==> src/rtl/pwm_pkg.sv <==
package pwm_pkg;
  localparam int PRESC_W = 6;
  localparam int CNT_W   = 10;
  localparam int CTRL_W  = PRESC_W + 1;
  localparam int DUTY_W  = CNT_W + 1;

  typedef enum logic [1:0] {
    SEL_CTRL   = 2'd0,
    SEL_DUTY   = 2'd1,
    SEL_PERIOD = 2'd2,
    SEL_NONE   = 2'd3
  } reg_sel_e;

  typedef struct packed {
    logic               stop_now;
    logic [PRESC_W-1:0] presc;
    logic               full;
    logic [CNT_W-1:0]   high_cnt;
    logic [CNT_W-1:0]   term_cnt;
  } pwm_cfg_t;
endpackage

==> src/rtl/pwm_regbank.sv <==
module pwm_regbank
  import pwm_pkg::*;
#(
  parameter int DATA_W = 32
) (
  input  logic              clk,
  input  logic              rst_n,
  input  logic              wr_stb,
  input  reg_sel_e          sel,
  input  logic [DUTY_W-1:0] wdata,
  input  logic              clk_en,
  output pwm_cfg_t          cfg,
  output logic [DATA_W-1:0] rdata
);
  logic [CTRL_W-1:0] ctrl_q;
  logic [DUTY_W-1:0] duty_q;
  logic [CNT_W-1:0]  per_q;

  always_ff @(posedge clk or negedge rst_n) begin
    if (!rst_n) begin
      ctrl_q <= '0;
      duty_q <= '0;
      per_q  <= '0;
    end else if (wr_stb && clk_en) begin
      case (sel)
        SEL_CTRL:   ctrl_q <= wdata[CTRL_W-1:0];
        SEL_DUTY:   duty_q <= wdata;
        SEL_PERIOD: per_q  <= wdata[CNT_W-1:0];
        default:    ;
      endcase
    end
  end

  always_comb begin
    cfg.stop_now = ctrl_q[PRESC_W];
    cfg.presc    = ctrl_q[PRESC_W-1:0];
    cfg.full     = duty_q[CNT_W];
    cfg.high_cnt = duty_q[CNT_W-1:0];
    cfg.term_cnt = per_q;
  end

  always_comb begin
    rdata = '0;
    case (sel)
      SEL_CTRL:   rdata = DATA_W'(ctrl_q);
      SEL_DUTY:   rdata = DATA_W'(duty_q);
      SEL_PERIOD: rdata = DATA_W'(per_q);
      default:    rdata = '0;
    endcase
  end

  AST_GATED_WRITE: assert property (@(posedge clk) disable iff (!rst_n)
    (wr_stb && !clk_en) |=> ($stable(ctrl_q) && $stable(duty_q) && $stable(per_q)));
endmodule

==> src/rtl/pwm_prescaler.sv <==
module pwm_prescaler #(
  parameter int W = 6
) (
  input  logic         clk,
  input  logic         rst_n,
  input  logic         clear,
  input  logic [W-1:0] limit,
  output logic         tick
);
  logic [W-1:0] cnt_q;

  assign tick = (cnt_q == limit);

  always_ff @(posedge clk or negedge rst_n) begin
    if (!rst_n)     cnt_q <= '0;
    else if (clear) cnt_q <= '0;
    else if (tick)  cnt_q <= '0;
    else            cnt_q <= cnt_q + 1'b1;
  end

  AST_PRESC_WRAP: assert property (@(posedge clk) disable iff (!rst_n)
    (tick && !clear) |=> (cnt_q == '0));
endmodule

==> src/rtl/pwm_channel_core.sv <==
module pwm_channel_core
  import pwm_pkg::*;
(
  input  logic     clk,
  input  logic     rst_n,
  input  logic     en,
  input  pwm_cfg_t cfg,
  output logic     wave
);
  logic               run_q;
  logic [CNT_W-1:0]   cnt_q;
  logic [PRESC_W-1:0] act_presc;
  logic [CNT_W-1:0]   act_high;
  logic [CNT_W-1:0]   act_term;
  logic               act_full;
  logic               tick;
  logic               period_end;
  logic               fast_stop;

  pwm_prescaler #(.W(PRESC_W)) u_presc (
    .clk   (clk),
    .rst_n (rst_n),
    .clear (!run_q),
    .limit (act_presc),
    .tick  (tick)
  );

  assign period_end = run_q && tick && (cnt_q == act_term);
  assign fast_stop  = run_q && !en && cfg.stop_now;

  always_ff @(posedge clk or negedge rst_n) begin
    if (!rst_n) begin
      run_q     <= 1'b0;
      cnt_q     <= '0;
      act_presc <= '0;
      act_high  <= '0;
      act_term  <= '0;
      act_full  <= 1'b0;
    end else if (!run_q) begin
      if (en) begin
        run_q     <= 1'b1;
        cnt_q     <= '0;
        act_presc <= cfg.presc;
        act_high  <= cfg.high_cnt;
        act_term  <= cfg.term_cnt;
        act_full  <= cfg.full;
      end
    end else if (fast_stop) begin
      run_q <= 1'b0;
      cnt_q <= '0;
    end else if (tick) begin
      if (cnt_q == act_term) begin
        cnt_q <= '0;
        if (!en) begin
          run_q <= 1'b0;
        end else begin
          act_presc <= cfg.presc;
          act_high  <= cfg.high_cnt;
          act_term  <= cfg.term_cnt;
          act_full  <= cfg.full;
        end
      end else begin
        cnt_q <= cnt_q + 1'b1;
      end
    end
  end

  assign wave = run_q && (act_full || (cnt_q < act_high));

  AST_RELOAD_AT_END: assert property (@(posedge clk) disable iff (!rst_n)
    (run_q && !period_end) |=> ($stable(act_high) && $stable(act_term) &&
                                $stable(act_full) && $stable(act_presc)));
  AST_STOP_FAST: assert property (@(posedge clk) disable iff (!rst_n)
    fast_stop |=> !wave);
  AST_STOP_LATE: assert property (@(posedge clk) disable iff (!rst_n)
    (run_q && !en && !cfg.stop_now && !period_end) |=> run_q);
endmodule

==> src/rtl/pwm_prescaled_top.sv <==
module pwm_prescaled_top
  import pwm_pkg::*;
#(
  parameter int NCH    = 2,
  parameter int ADDR_W = 5,
  parameter int DATA_W = 32
) (
  input  logic              clk,
  input  logic              rst_n,
  input  logic              bus_wr,
  input  logic [ADDR_W-1:0] bus_addr,
  input  logic [DATA_W-1:0] bus_wdata,
  output logic [DATA_W-1:0] bus_rdata,
  input  logic [NCH-1:0]    ch_en,
  output logic [NCH-1:0]    pwm_out
);
  localparam int CH_LSB = 4;
  localparam int CH_W   = ADDR_W - CH_LSB;

  logic [CH_W-1:0]   ch_field;
  reg_sel_e          sel;
  logic [DATA_W-1:0] ch_rdata [NCH];
  logic              addr_unused;

  assign ch_field    = bus_addr[ADDR_W-1:CH_LSB];
  assign sel         = reg_sel_e'(bus_addr[CH_LSB-1:2]);
  assign addr_unused = ^{bus_addr[1:0], bus_wdata[DATA_W-1:DUTY_W]};

  for (genvar k = 0; k < NCH; k++) begin : g_ch
    pwm_cfg_t cfg;
    logic     hit;

    assign hit = (ch_field == CH_W'(k));

    pwm_regbank #(.DATA_W(DATA_W)) u_regs (
      .clk    (clk),
      .rst_n  (rst_n),
      .wr_stb (bus_wr && hit),
      .sel    (sel),
      .wdata  (bus_wdata[DUTY_W-1:0]),
      .clk_en (ch_en[k]),
      .cfg    (cfg),
      .rdata  (ch_rdata[k])
    );

    pwm_channel_core u_core (
      .clk   (clk),
      .rst_n (rst_n),
      .en    (ch_en[k]),
      .cfg   (cfg),
      .wave  (pwm_out[k])
    );
  end

  always_comb begin
    bus_rdata = '0;
    for (int k = 0; k < NCH; k++) begin
      if (ch_field == CH_W'(k)) bus_rdata = ch_rdata[k];
    end
  end

  always_comb begin
    if (!rst_n) AST_RESET_LOW: assert (pwm_out == '0);
  end
endmodule

==> config.mk <==
export PLATFORM = sky130hd
export DESIGN_NAME = pwm_prescaled_top
export DESIGN_NICKNAME = d
export VERILOG_FILES = /design/src/rtl/pwm_pkg.sv /design/src/rtl/pwm_regbank.sv /design/src/rtl/pwm_prescaler.sv /design/src/rtl/pwm_channel_core.sv /design/src/rtl/pwm_prescaled_top.sv
export SDC_FILE = /design/constraint.sdc
export NUM_CORES = 1
export LEC_CHECK = 0
export BUFFER_PORTS_ARGS = -buffer_cell sky130_fd_sc_hd__buf_4
export CORE_MARGIN = 2
export CORE_UTILIZATION = 60
export DETAILED_ROUTE_END_ITERATION = 7
export GPL_TIMING_DRIVEN = 1
export PLACE_DENSITY = 0.87
export SYNTH_ARGS = -nofsm -noshare
export SYNTH_HDL_FRONTEND = slang
export SYNTH_HIERARCHICAL = 1
export SYNTH_SLANG_ARGS = --single-unit
==> constraint.sdc <==
create_clock -name clk -period 3 [get_ports clk]
set_input_delay 0.6 -clock clk [delete_from_list [all_inputs] [get_ports clk]]
set_output_delay 0.6 -clock clk [all_outputs]
set_load 0.02 [all_outputs]
==> metrics, run 1 <==
Via density 5.78; PostCTS Resize Cnt 0; Avg Synthesized Cell Area 12.9 sq um; global-route usage over all layers 0.235; placed insts 849; CP max stage delay 570 ps; initial antenna violation count 0; die width 123 microns; Crit. End Element register; Yosys warnings 6; DRC violations left 0; min cycle time layout 2940 ps; # Post-CTS Setup Buffers 0; synthesized area 8430 sq um; fin cells 880; Comb power frac 0.310; async set-reset flop share out of synthesis 1.00; first-pass GRT wire length 26900 microns; Fmax 340 MHz; Clk pwr share 0.297; HPWL after detailed placement 11400 microns; peak supply drop 0.574 mV; met2 usage 0.368; switch share 0.314; Distinct cells, synth 62; filler cell count 919; clock tree buffer depth 2; Cell Chain, Critical Path xor2_1, nor4_4, and2_1, inv_1, or4_4, a21bo_1, buf_4, mux2_4; part of the power in registers 0.392; Main synth FF type dfrtp_1; commonest non-fill, non-tap cell in the layout dfrtp_1; M1 GR Usage 0.316; clock sinks 144; Post-synth EDFFs 0; CTS tree done; final hold violation count 0; placer congestion estimate 0.874; CP Data Required Time 3300 ps; DRT iter0 DRCs 481; Worst EP arrival 3240 ps; cell leakage power 4.58 nW; skew final 6.71 ps; Die Area 15000 sq um; Hold Slack 222 ps; final setup fails 0; total power 8.07 mW; gr busiest metal met2; critical path startpoint category register; number of global-route vias before repair 5248; Pint 5.54 mW; crit share post-route 0.980; Root Buffer clkbuf_16; area grow syn2layout 9.56%; highest-delay cell along the critical path or4_4; Post-Route WL 16400 microns; cell family with most CP delay simple AND/OR/NAND/NOR gates; floorplan row count 43; RSZ-0062 raised after global routing no; DRT Pass-1 Iters 5; crit path max fanout 27; most frequent cells in the layout dfrtp_1 (144), mux2_4 (92), mux2_2 (51), conb_1 (42), buf_4 (40); largest net degree at the start of global routing 83; H-Tree Level Count 4; Cells after Synth 653; layout cells sized above 1 0.350; grt met3 use 0.0697; Yosys reg bits 144; Initial Util 0.610; Power Dens Cells 874 nW/um^2; CP bufs+invs 2; Slew headroom 0.430; Final ANT Viol Nets 0; Final #Nets 752; CTS Buf Count 17; gr ovfl total 0; net switching power 2.53 mW; post-route setup TNS 0 ps; # diodes 0; Via Count 5087; chip height 123 microns; Least-Margin Pin Slew 854 ps; Max Slew Vio Count 0; outcome finished clean; hold_buf cts 0; Core Area 13800 sq um; Reg clk slew, reported paths 60 ps; sequential fraction of the synthesis area 0.428; Worst Setup Path Type register to register; worst skew pair latency 430 ps; mean routed wirelength per cell 18.6 microns; worst hold path class input port to asynchronous set/reset pin; Max Cap Viol 0; io pins 76; IO buf count 31
==> routing by layer <==
metal / vias to the layer above / wire [microns]
met1: 2560 / 7220
li1: 2339 / -
met2: 164 / 7920
met4: 0 / 267
met5: - / 0
met3: 24 / 989
==> synthesized netlist by cell type, types with 9 or more instances <==
master | instances | area [sq um]
mux2_4 | 92 | 1380
xor2_1 | 16 | 140
a21oi_1 | 14 | 70.1
dfrtp_1 | 144 | 3600
nand2_1 | 19 | 71.3
nor2_1 | 9 | 33.8
inv_1 | 26 | 97.6
mux2i_1 | 15 | 150
o21ai_0 | 16 | 80.1
o2bb2ai_1 | 14 | 123
a22o_1 | 14 | 123
buf_4 | 42 | 315
xnor2_1 | 22 | 193
nand3_1 | 11 | 55.1
ha_1 | 22 | 275
mux2_2 | 51 | 574
nor2b_1 | 12 | 75.1
buf_6 | 13 | 146
==> stage by stage <==
step	util	cell area, sq um	setup slack, ps
CTS	0.667	9230	80.6
floorplan	-	8580	269
detailed placement	0.618	8550	144
global route	0.668	9230	11.5
finish	0.668	9230	59.8
global placement	0.618	8550	239
==> kinds of logic (layout without fill, tap and decap cells) <==
| kind of cell | count (synthesis) | after routing | synth area share |
|---|---|---|---|
| XOR/XNOR | 38 | 38 | 0.0395 |
| other | 2 | 42 | 0.000891 |
| multiplexers | 158 | 158 | 0.250 |
| AO/OA/AOI/OAI | 98 | 98 | 0.0906 |
| buffers and inverters | 92 | 99 | 0.0809 |
| flip-flops | 144 | 144 | 0.428 |
| AND/OR/NAND/NOR | 99 | 99 | 0.0781 |
| adder cells (fa/ha/maj) | 22 | 22 | 0.0327 |
==> power groups by stage <==
stage                     Sequential [mW]  Clock [mW]  Combinational, mW
final                                3.17        2.40               2.51
after global routing                 3.25        2.53               2.73
after CTS                            3.17        2.43               2.49
after detailed placement             3.18           0               2.44
after global placement               3.14           0               2.32
after floorplan                      2.98           0               2.03
==> sequential cells by signal, indices dropped and copies added, names as in the netlist <==
signal / cells
g_ch.u_core/run_q: 2
g_ch.u_regs/duty_q: 22
g_ch.u_core/act_high: 20
g_ch.u_core/act_full: 2
g_ch.u_regs/ctrl_q: 14
g_ch.u_regs/per_q: 20
g_ch.u_core/cnt_q: 20
g_ch.u_core/u_presc/cnt_q: 12
g_ch.u_core/act_presc: 12
g_ch.u_core/act_term: 20
==> final timing paths <==
kind / start / endpoint / depth (start not counted) / slack [ps]
hold / removal: rst_n / g_ch[0].u_core/u_presc/cnt_q[0] / 1 / 220
setup reg to reg: g_ch[0].u_core/u_presc/cnt_q[4] / g_ch[0].u_core/act_term[0] / 8 / 60
min in group clk: bus_wdata[10] / g_ch[0].u_regs/duty_q[10] / 2 / 410
hold reg to reg: g_ch[1].u_core/act_high[3] / g_ch[1].u_core/act_high[3] / 1 / 510
setup / recovery: g_ch[0].u_core/u_presc/cnt_q[4] / g_ch[0].u_core/act_term[0] / 8 / 60
max in group asynchronous: rst_n / g_ch[1].u_core/u_presc/cnt_q[1] / 2 / 2070
==> worst reg2reg max path: stages (launching register included) <==
cell and delay (ps):
dfrtp_1 440, xor2_1 210, nor4_4 290, and2_1 280, inv_1 170, or4_4 570
a21bo_1 220, buf_4 280, mux2_4 360
==> layout make-up <==
| class | count | area, sq um | share of cell area |
|---|---|---|---|
| inverters | 26 | 97.6 | 0.0106 |
| multi-input cells | 457 | 4300 | 0.466 |
| well taps | 180 | 225 | 0.0244 |
| flip-flops and latches | 144 | 3600 | 0.390 |
| repair buffers | 42 | 332 | 0.0359 |
| clock inverters | 10 | 206 | 0.0224 |
| clock buffers | 21 | 470 | 0.0509 |
Note: power is estimated with default switching activity, not from simulation.
==> run 2, diff against run 1 <==
--- a/config.mk
+++ b/config.mk
@@ -5,12 +5,13 @@
 export SDC_FILE = /design/constraint.sdc
 export NUM_CORES = 1
 export LEC_CHECK = 0
+export ABC_AREA = 1
 export BUFFER_PORTS_ARGS = -buffer_cell sky130_fd_sc_hd__buf_4
 export CORE_MARGIN = 2
-export CORE_UTILIZATION = 60
+export CORE_UTILIZATION = 61
 export DETAILED_ROUTE_END_ITERATION = 7
 export GPL_TIMING_DRIVEN = 1
-export PLACE_DENSITY = 0.87
+export PLACE_DENSITY = 0.88
 export SYNTH_ARGS = -nofsm -noshare
 export SYNTH_HDL_FRONTEND = slang
 export SYNTH_HIERARCHICAL = 1
==> run 2 against run 1 <==
  * Clock power fell by 15%
  * Total power down 1.5%
  * Global-route usage grew 4.2 points
  * Worst hold slack worse by 68 ps
  * Register-to-register slack improved by 740 ps
  * Final cell count rose by 60%
  * Critical endpoint is now pwm_out[0]
  * Wire length grew 21%
  * Area after synthesis is 2.5% higher
  * Combinational power is 14% higher
  * Non-clock buffer count increased by 5
  * Count of clock-buffer cells in the layout is 3 lower
  * Utilization grew 0.42 points
==> metrics, run 2 <==
Comb power frac 0.361; DRT Pass-1 Iters 6; Crit. End Element primary output; Via Count 7506; Power Dens Cells 852 nW/um^2; RSZ-0062 raised after global routing no; fin cells 1405; largest cells by area after synthesis dfrtp_1 (42%), nand2_1 (23%), nand3_1 (7.2%); CP Data Required Time 2400 ps; CP most frequent cell a21oi_1; final hold violation count 0; Fmax 360 MHz; Synth top cells by count nand2_1 (520), dfrtp_1 (144), nand3_1 (124); net switching power 3.32 mW; mean routed wirelength per cell 14.1 microns; part of the power in registers 0.383; crit path max fanout 4; IO buf count 31; gr ovfl total 0; cell family with most CP delay compound AO/OA/AOI/OAI gates; Root Buffer clkbuf_16; worst hold path class input port to asynchronous set/reset pin; critical path startpoint category register; Worst EP arrival 2180 ps; Post-synth EDFFs 0; placed insts 1373; R2R Setup Slk 800 ps; skew final 6.63 ps; CP max stage delay 420 ps; Reg clk slew, reported paths 60 ps; DRC violations left 0; Initial Util 0.622; RR Startpoint g_ch[0].u_core/u_presc/cnt_q[0]; Final ANT Viol Nets 0; final setup fails 0; io pins 76; Cells after Synth 1188; hold_buf cts 0; CTS Buf Count 17; HPWL after detailed placement 13700 microns; sequential fraction of the synthesis area 0.417; fin util 0.672; CTS tree done; chip height 123 microns; post-route setup TNS 0 ps; Final #Nets 1276; Die Area 15100 sq um; Least-Margin Pin Slew 637 ps; Avg Synthesized Cell Area 7.27 sq um; Via density 5.34; cell with the most instances after synthesis nand2_1; switch share 0.418; clock sinks 144; largest net degree at the start of global routing 67; Core Area 13900 sq um; area grow syn2layout 8.01%; Main synth FF type dfrtp_1; layout cells sized above 1 0.127; crit share post-route 0.926; # diodes 0; Pint 4.63 mW; most frequent cells in the layout nand2_1 (520), dfrtp_1 (144), nand3_1 (124), inv_1 (96), nor2_1 (47); Clk pwr share 0.256; number of global-route vias before repair 6957; Max Cap Viol 0; global-route usage over all layers 0.277; min cycle time layout 2780 ps; Yosys top cell area share 0.417; Slew headroom 0.575; # Post-CTS Setup Buffers 0; Yosys warnings 6; highest-delay cell along the critical path dfrtp_1; floorplan row count 43; synthesized area 8640 sq um; Yosys reg bits 144; initial antenna violation count 0; DRT iter0 DRCs 678; Cell Chain, Critical Path ha_1, a21oi_1, nor2_1, a211oi_1, nand3_1, a21oi_1, buf_4; die width 123 microns; worst skew pair latency 430 ps; placer congestion estimate 0.922; outcome finished clean; CP bufs+invs 1; PostCTS Resize Cnt 0; Max Slew Vio Count 0; worst r2r dst g_ch[0].u_core/cnt_q[4]; reg2reg path depth 16; H-Tree Level Count 4; commonest non-fill, non-tap cell in the layout nand2_1; Distinct cells, synth 36; Worst Setup Path Type register to primary output; Post-Route WL 19800 microns; Largest register FFs 22; Biggest register g_ch.u_regs/duty_q; async set-reset flop share out of synthesis 1.00; area leader, netlist dfrtp_1; clock tree buffer depth 2; peak supply drop 0.554 mV; cell leakage power 5.26 nW; first-pass GRT wire length 33000 microns
==> run 2: cell count changes after synthesis, moves of 13 or more <==
cell | previous run | this run
nand2_1 | 19 | 520
nand3_1 | 11 | 124
mux2_4 | 92 | 0
inv_1 | 26 | 96
mux2_2 | 51 | 0
nor2_1 | 9 | 47
nand3_2 | 0 | 24
inv_2 | 0 | 18
mux2i_1 | 15 | 0
xnor2_1 | 22 | 7
a22o_1 | 14 | 0
o2bb2ai_1 | 14 | 0
nor2_2 | 1 | 14
==> run 2: worst max path at each step <==
| stage | startpoint | cells past startpoint | endpoint | slack, ps |
|---|---|---|---|---|
| 4_1_cts | g_ch[0].u_core/cnt_q[7] | 7 | pwm_out[0] | 220 |
| 6_report | g_ch[0].u_core/cnt_q[7] | 7 | pwm_out[0] | 220 |
| 3_5_place_dp | bus_addr[3] | 8 | bus_rdata[1] | 650 |
| 5_1_grt | g_ch[0].u_core/cnt_q[7] | 7 | pwm_out[0] | 130 |
| 3_3_place_gp | bus_addr[3] | 8 | bus_rdata[1] | 680 |
| 2_1_floorplan | g_ch[0].u_core/cnt_q[7] | 6 | pwm_out[0] | 950 |
==> run 2: metal layers <==
layer  vias up  routed length [microns]  track usage
met1      3463                     8570        0.380
met5         -                        0            0
li1       3657                        -            -
met2       319                     9300        0.443
met4         0                      637        0.107
met3        67                     1300       0.0443
==> run 2: kinds of logic after synthesis <==
kind of cell               share of synthesized area
AOI/OAI and AO/OA                             0.0343
buffers and inverters                          0.123
DFF                                            0.417
and+or+nand+nor                                0.379
xor gates and xnor gates                      0.0142
adders and majority gates                     0.0319
other                                       0.000870
==> run 2: worst reg2reg max path, delay by kind of cell, from the launching register on <==
kind | cells | cell delay [ps]
AOI/OAI and AO/OA | 3 | 420
DFF | 1 | 430
buffers and inverters | 5 | 450
and+or+nand+nor | 8 | 760
==> run 2: layout make-up <==
type	count	area [sq um]
Clock buffer	18	439
Clock inverter	14	131
Fill cell	1088	4550
Inverter	115	437
Multi-Input combinational cell	887	4120
Sequential cell	144	3600
Tap cell	180	225
Timing Repair Buffer	47	369
==> run 2: per-stage QoR <==
| stage | hold slack [ps] | worst slack, ps | total power [mW] | cell area [sq um] |
|---|---|---|---|---|
| after detailed placement | 459 | 653 | 5.82 | 8760 |
| after global routing | 209 | 131 | 8.50 | 9330 |
| after CTS | 182 | 222 | 7.94 | 9330 |
| after global placement | 453 | 677 | 5.68 | 8760 |
| after floorplan | 304 | 952 | 5.25 | 8790 |
| final | 154 | 222 | 7.95 | 9330 |
==> run 2: power groups by stage <==
stage / Clock [mW] / Sequential, mW / Combinational [mW]
3_3_place_gp: 0 / 3.02 / 2.66
2_1_floorplan: 0 / 2.88 / 2.37
5_1_grt: 2.14 / 3.10 / 3.26
3_5_place_dp: 0 / 3.04 / 2.78
6_report: 2.04 / 3.04 / 2.87
4_1_cts: 2.06 / 3.02 / 2.85
==> run 3, diff against run 2 <==
--- a/config.mk
+++ b/config.mk
@@ -6,10 +6,10 @@
 export NUM_CORES = 1
 export LEC_CHECK = 0
 export ABC_AREA = 1
-export BUFFER_PORTS_ARGS = -buffer_cell sky130_fd_sc_hd__buf_4
 export CORE_MARGIN = 2
-export CORE_UTILIZATION = 61
+export CORE_UTILIZATION = 65
 export DETAILED_ROUTE_END_ITERATION = 7
+export DONT_BUFFER_PORTS = 1
 export GPL_TIMING_DRIVEN = 1
 export PLACE_DENSITY = 0.88
 export SYNTH_ARGS = -nofsm -noshare
==> run 3 against run 2 <==
  * The run now ends with negative hold slack left
  * Via count decreased by 2.3%
  * Utilization rose by 1.4 points
  * Register-to-register slack got worse by 110 ps
  * Global-route usage grew 1.3 points
  * Sequential power about the same
  * Critical path type unchanged
  * Highest routed layer unchanged
==> metrics, run 3 (synthesis results as in run 2) <==
outcome finished, violations left; failing checks negative hold slack; io pins 76; Worst EP arrival 2140 ps; layout cells sized above 1 0.0921; # Post-CTS Setup Buffers 0; CTS Buf Count 17; DRT iter0 DRCs 731; footprint of the multi-input gates 4120 sq um; peak supply drop 0.696 mV; worst hold path class input port to asynchronous set/reset pin; Final ANT Viol Nets 0; commonest non-fill, non-tap cell in the layout nand2_1; Max Cap Viol 0; CP Data Required Time 2400 ps; final hold violation count 144; DRT Pass-1 Iters 6; chip height 119 microns; Slew headroom 0.566; RSZ-0062 raised after global routing no; min cycle time layout 2740 ps; first-pass GRT wire length 32600 microns; Largest register FFs 22; Reg clk slew, reported paths 50 ps; Biggest register g_ch.u_regs/duty_q; crit path setup slack, layout 259 ps; Max Slew Vio Count 0; crit share post-route 0.914; reg2reg path depth 15; Setup crit start g_ch[0].u_core/cnt_q[7]; mean routed wirelength per cell 14.2 microns; Crit. End Element primary output; Worst Setup Path Type register to primary output; floorplan row count 42; Via Count 7337; Power Dens Cells 851 nW/um^2; Final #Nets 1237; worst skew pair latency 420 ps; Least-Margin Pin Slew 651 ps; global-route usage over all layers 0.289; CP Capture Point pwm_out[0]; IO buf count 0; clock sinks 144; Via density 5.39; CTS tree done; Root Buffer clkbuf_16; post-route setup TNS 0 ps; Setup WS pre-CTS 658 ps; cell leakage power 5.04 nW; die width 119 microns; Initial Util 0.660; R2R Setup Slk 690 ps; most frequent cells in the layout nand2_1 (520), dfrtp_1 (144), nand3_1 (124), inv_1 (96), nor2_1 (47); worst r2r dst g_ch[0].u_core/cnt_q[9]; PostCTS Resize Cnt 0; gr ovfl total 0; Hold Slack -123 ps; final setup fails 0; # diodes 0; RR Startpoint g_ch[0].u_core/u_presc/cnt_q[3]; Die Area 14200 sq um; placer congestion estimate 0.907; Post-Route WL 19300 microns; largest net degree at the start of global routing 145; HPWL after detailed placement 13000 microns; critical path startpoint category register; initial antenna violation count 0; DRC violations left 0; fin util 0.686; Core Area 13100 sq um; crit path max fanout 4; FF/Latch Area 3600 sq um; clock tree buffer depth 2; skew final 5.81 ps; area grow syn2layout 3.93%; filler cell count 996; final instance area 8970 sq um; H-Tree Level Count 4; number of global-route vias before repair 6842; Area after DPL 8440 sq um; Fmax 365 MHz
[run 3: area by class of cell]
cell class / count / share of cell area
tap: 176 / 0.0245
multi-input combinational: 887 / 0.459
timing repair buffer: 8 / 0.00669
sequential: 144 / 0.402
inverter: 115 / 0.0487
clock inverter: 6 / 0.00669
clock buffer: 24 / 0.0526
[run 3: metrics by stage]
step                      std cells  total power, mW
final                          1360             7.63
after floorplan                1228             5.25
after CTS                      1360             7.62
after global routing           1360             8.19
after detailed placement       1330             5.65
after global placement         1330             5.52
[run 3: routing by layer]
metal | part of all wire | vias to the layer above | track usage | wire (microns)
li1 | - | 3581 | - | -
met1 | 0.43 | 3359 | 0.390 | 8270
met2 | 0.46 | 343 | 0.442 | 8890
met3 | 0.080 | 54 | 0.0666 | 1550
met4 | 0.032 | 0 | 0.143 | 623
met5 | 0 | - | 0 | 0
[run 3: how the worst min path moves through the flow]
stage / end / slack [ps] / depth (start not counted)
global route: g_ch[1].u_core/act_term[4] / -140 / 0
CTS: g_ch[0].u_core/cnt_q[6] / -130 / 0
floorplan: g_ch[0].u_core/act_full / 300 / 0
global placement: g_ch[0].u_core/cnt_q[9] / 310 / 0
finish: g_ch[0].u_core/cnt_q[6] / -120 / 0
detailed placement: g_ch[0].u_core/cnt_q[7] / 310 / 0
[run 3: critical path: stages (launching register included)]
cell	delay, ps
dfrtp_1	420
ha_1	330
a21oi_1	130
nor2_1	60
a211oi_1	200
nand3_1	140
a21oi_1	450
[run 3: report_power, final]
part           total [mW]  switching, mW  internal [mW]
registers            3.04          0.542           2.50
logic                2.66           1.81          0.852
clock network        1.93          0.759           1.17
